===== config.mk =====
export PLATFORM = sky130hd
export DESIGN_NAME = cc_fifo
export DESIGN_NICKNAME = d
export VERILOG_FILES = /design/src/rtl/cc_fifo.sv
export SDC_FILE = /design/constraint.sdc
export NUM_CORES = 1
export LEC_CHECK = 0
export ABC_CLOCK_PERIOD_IN_PS = 2600
export BUFFER_PORTS_ARGS = -buffer_cell sky130_fd_sc_hd__buf_2
export CORE_MARGIN = 2
export CORE_UTILIZATION = 50
export CTS_CLUSTER_DIAMETER = 60
export CTS_CLUSTER_SIZE = 30
export DETAILED_ROUTE_END_ITERATION = 6
export PLACE_DENSITY_LB_ADDON = 0.1
export SKIP_LAST_GASP = 1
export SLEW_MARGIN = 20
export SYNTH_ARGS = -nofsm -noshare
export SYNTH_HDL_FRONTEND = slang
export SYNTH_SLANG_ARGS = --single-unit
export TNS_END_PERCENT = 5

===== constraint.sdc =====
create_clock -name clk -period 2.6 [get_ports clk]
set_clock_uncertainty 0.05 [all_clocks]
set_input_delay 0.26 -clock clk [delete_from_list [all_inputs] [get_ports clk]]
set_output_delay 0.26 -clock clk [all_outputs]
set_load 0.02 [all_outputs]

===== src/rtl/cc_fifo.sv =====
module cc_fifo #(
  parameter int DATA_W = 8,
  parameter int DEPTH  = 8,
  parameter int LVL_W  = 2
) (
  input  logic              clk,
  input  logic              rst_n,
  input  logic              wr_req,
  input  logic [DATA_W-1:0] wr_data,
  output logic              full,
  input  logic              rd_req,
  output logic [DATA_W-1:0] rd_data,
  output logic              empty,
  output logic [LVL_W-1:0]  level
);
  localparam int AW = $clog2(DEPTH);

  logic [AW:0]       wp, rp, occ;
  logic [DATA_W-1:0] mem [DEPTH];
  logic              wr_ok, rd_ok;

  assign wr_ok = wr_req & ~full;
  assign rd_ok = rd_req & ~empty;
  assign occ   = wp - rp;
  assign empty = (wp == rp);
  assign full  = (wp[AW] != rp[AW]) && (wp[AW-1:0] == rp[AW-1:0]);
  assign level = full ? {LVL_W{1'b1}} : occ[AW-1 -: LVL_W];

  always_ff @(posedge clk)
    if (wr_ok) mem[wp[AW-1:0]] <= wr_data;

  always_ff @(posedge clk or negedge rst_n) begin
    if (!rst_n) begin
      wp      <= '0;
      rp      <= '0;
      rd_data <= '0;
    end else begin
      if (wr_ok) wp <= wp + 1'b1;
      if (rd_ok) begin
        rp      <= rp + 1'b1;
        rd_data <= mem[rp[AW-1:0]];
      end
    end
  end
endmodule


# Yosys cells after proc, flatten, opt, wreduce, memory -nomap -nowiden
# Memory sizes are Yosys's and may differ from the RTL's. A register that Yosys moved wholly into a read port is not among the register bits.
# Cells that the tools add are included.
# word_totals
word_cells	18
memories	1
in_bits	12
ramBits	64
out_inout_bits	12
regBits	8
# mem_list
memory	depth	word_bits	read_ports	rd_clocked_by_memory_dff	wr	line_no	text
mem	8	8	1	1	1	19	logic [DATA_W-1:0] mem [DEPTH];
# classes
addsub	3
reduce_logical	2
eq_ne	3
n_bitwise	4
muxes	3
# ops
operator	count
4-bit by 1-bit adder with 4-bit output, second input constant	2
4-bit equality test	1
3-bit equality test	1
3-bit subtractor	1
1-bit AND	2
1-bit 2-to-1 mux	2
2-bit 2-to-1 mux	1
1-bit inverter	2
1-bit logical AND	1
1-bit logical NOT	1
1-bit inequality test	1

# Longest topological paths before layout
# logic_depth
depth_word	6
mapped_depth	7
mapped_depth_nobuf	5

# Worst setup path before layout
# Ideal clock, no wire load.
# synth_path
path_type	register to register
start	register rp[1]
end	memory mem[7][0] (enable)
t_arrival_ns	2.050
setup_time_ns	0.394
period_less_slack_ns	2.494
slack_ns	0.106
stages_incl_launch_ff	7
t_required_ns	2.156
path_cell_list	dfrtp_1 -> buf_6 -> inv_1 -> ha_1 -> and2_1 -> clkbuf_4 -> a311oi_1
# synth_via
elab_chain_cells	6
# synth_rtl
element	line_no	text
start: declaration	18	logic [AW:0] wp, rp, occ;
start signal: assignment	40	rp <= rp + 1'b1;
3-bit equality test	26	assign full = (wp[AW] != rp[AW]) && (wp[AW-1:0] == rp[AW-1:0]);
1-bit logical AND	26	
1-bit inverter	22	assign wr_ok = wr_req & ~full;
1-bit AND	22	
1-bit 2-to-1 mux	30	if (wr_ok) mem[wp[AW-1:0]] <= wr_data;
1-bit 2-to-1 mux (not written as such)	30	
end: declaration	19	
# No other way between the ends.

# Worst setup path after layout
# layout_path
start	register rp[2]
end	output level[0]
# layout_via
elab_chain_cells	3
# layout_rtl
element	line_no	text
3-bit equality test	26	
1-bit logical AND	26	
2-bit 2-to-1 mux	27	assign level = full ? {LVL_W{1'b1}} : occ[AW-1 -: LVL_W];
end: declaration	14	output logic [LVL_W-1:0] level
# No other way between the ends.

==> impl_results.md <==
* Period utilization at 87.4%
* Critical Path Max Stage Delay at 0.54 ns
* Crit path required time at 2.29 ns
* Placed cell areas at 3620 um^2
* Most frequent cells in the layout: edfxtp_1 (64), buf_2 (23), dfrtp_1 (16)
* Initial Util at 50.9%
* Seq cells post-synth at 80
* Clk sinks at 80
* CTS root buf: clkbuf_8
* Die Width at 86.5 um
* YS warnings at 0
* Vias per cell at 5.57
* ANT nets after route at 0
* Placer Congestion at 0.895
* Critical Path Fanout Max at 11
* CP bufs+invs at 2
* Worst slew margin relative to its limit at 48.7%
* Startpoint types: register
* Post-Route WL at 6.47 mm
* Status: finished, final reports clean
* IO buf count at 23
* H-tree levels at 3
* Pins Over Slew Limit at 0
* Achievable Freq at 0.440 GHz
* Number of cell rows at 30
* Initial DRC count at 118
* DRC viols at 0
* Max cap viols at 0
* Overall Global Routing Usage at 19.0%
* Max clock buf depth at 2
* Synthesis-to-layout area growth at 13.5%
* Syn Area/Cell at 20.0 um^2
* Initial antenna violation count at 0
* Diode count at 0
* Cell variety after synth at 31
* Top-Level Pins at 24
* Post-synthesis cell count at 170
* Final Critical Period at 2.27 ns
* Arr. time, crit path at 1.96 ns
* Nets at 226
* Cts repair resizes at 0
* Post-synthesis cell area at 3400 um^2
* DP Wirelength at 4.12 mm
* Clock slew at reported path FFs at 0.08 ns
* First-pass GRT wire length at 9.86 mm
* Clk_lat worst skew at 0.34 ns
* Final Hold Viols at 0
* TritonCTS clock tree: yes
* Setup repair bufs after CTS at 0
* Max rail drop VDD at 0.000641 V
* Layout cells sized above 1 at 36.9%
* Total grt overflow at 0
* Largest net degree at the start of global routing at 20
* Drt pass-1 iters at 4
* Die ar. at 7480 um^2
* Crit path max-delay family: flip-flops
* Pwr/cell area at 1240 nW/um^2
* Pleak at 0.00144 uW
* RSZ-0062 raised after global routing: false
* Critical-path cell with the highest stage delay: dfrtp_1
* Commonest non-fill, non-tap cell in the layout: edfxtp_1
* Setup violations, final at 0
* Sequential share of the synthesized area at 68.2%
* Finished Cell Area at 3860 um^2
* Vias in the first global route at 1687
* CTS buffer count at 9
* Worst slew pin tran at 0.766 ns
* Crit. End Element: primary output
* Syn Nets at 187
* Critical path cell sequence: buf_4 -> xnor2_2 -> nand3_1 -> nand2_1 -> buf_2
* Die Span Y at 86.5 um
* Hold bufs inserted after CTS at 1
* Core Box Area at 6680 um^2
* HP Class: input pin to register
* TNS Setup at 0 ns
* Vias at 1637
* Drt wl/cell at 22.0 um
* Crit Path Category: register to primary output
==> cell type report <==
| type | instances | area (um^2) |
|---|---|---|
| Clock buffer | 13 | 169 |
| Clock inverter | 3 | 63.8 |
| Fill cell | 520 | 2820 |
| Inverter | 6 | 23.8 |
| Multi-Input combinational cell | 77 | 976 |
| Sequential cell | 80 | 2320 |
| Tap cell | 80 | 100 |
| Timing Repair Buffer | 35 | 208 |
==> power breakdown <==
group	switching, uW	internal (uW)
sequential	192	1680
combinational	987	880
clock	422	617
total	1600	3180
==> sequential cells by signal, summed over array words and instances, names as in the netlist <==
register	flops
wp	4
rd_data	8
mem	64
rp	4
==> worst paths after layout <==
kind | cells after the start | start | endpoint | slack [ns]
hold / removal | 1 | wr_data[0] | mem[7][0]$_DFFE_PP_ | 0.13
setup / recovery | 5 | rp[2]$_DFFE_PN0P_ | level[0] | 0.33
max in group asynchronous | 2 | rst_n | rd_data[5]$_DFFE_PN0P_ | 1.87
setup reg to reg | 5 | wp[0]$_DFFE_PN0P_ | rp[1]$_DFFE_PN0P_ | 0.34
min in group asynchronous | 2 | rst_n | rd_data[3]$_DFFE_PN0P_ | 0.33
hold reg to reg | 1 | rd_data[7]$_DFFE_PN0P_ | rd_data[7]$_DFFE_PN0P_ | 0.46
==> synth_stat cells <==
| cell type | count | area (um^2) |
|---|---|---|
| edfxtp_1 | 64 | 1920 |
| dfrtp_1 | 16 | 400 |
| mux2_2 | 9 | 101 |
| nand2_1 | 9 | 33.8 |
| mux2_4 | 8 | 120 |
| mux4_1 | 8 | 210 |
| mux4_2 | 8 | 180 |
| xor2_1 | 5 | 43.8 |
| ha_1 | 4 | 50.1 |
| inv_1 | 4 | 15.0 |
| nor3_1 | 4 | 20.0 |
| xnor2_1 | 4 | 35.0 |
| buf_6 | 3 | 33.8 |
| nor2_1 | 3 | 11.3 |
| a311oi_1 | 2 | 17.5 |
| nand3_1 | 2 | 10.0 |
| o311ai_1 | 2 | 17.5 |
| xnor2_2 | 2 | 32.5 |
| a31oi_1 | 1 | 6.26 |
| a31oi_4 | 1 | 21.3 |
| and2_1 | 1 | 6.26 |
| buf_12 | 1 | 20.0 |
| buf_2 | 1 | 5.00 |
| buf_8 | 1 | 15.0 |
| clkbuf_4 | 1 | 7.51 |
| clkinvlp_2 | 1 | 5.00 |
| fa_1 | 1 | 20.0 |
| inv_2 | 1 | 3.75 |
| mux2_1 | 1 | 11.3 |
| nor4_1 | 1 | 6.26 |
| o31ai_4 | 1 | 21.3 |
==> kinds of logic after synthesis <==
group / count (synthesis) / share of synthesized area, %
DFF: 80 / 68.2
muxes: 34 / 18.3
and+or+nand+nor: 20 / 2.57
buffers and inverters: 13 / 3.09
xor gates and xnor gates: 11 / 3.27
AOI/OAI and AO/OA: 7 / 2.46
adders and majority gates: 5 / 2.06
==> through the flow <==
step           utilization, %  setup WS (ns)  std cells  power [uW]  hold slack, ns
4_1_cts                  57.8          0.313        294        4820           0.118
3_3_place_gp             54.2          0.405        277        3730           0.169
3_5_place_dp             54.2          0.311        277        3780           0.180
5_1_grt                  57.8          0.174        294        5040           0.131
6_report                 57.8          0.328        294        4780           0.133
2_1_floorplan               -          0.106        170        3350         -0.0856
==> layer usage <==
| layer | vias to the layer above | part of all wire [%] | track usage, % |
|---|---|---|---|
| li1 | 754 | - | - |
| met1 | 834 | 44 | 25.6 |
| met2 | 39 | 50 | 30.3 |
| met3 | 10 | 3.6 | 3.90 |
| met4 | 0 | 1.7 | 8.38 |
| met5 | - | 0 | 0 |
(Power assumes the default switching activity.)
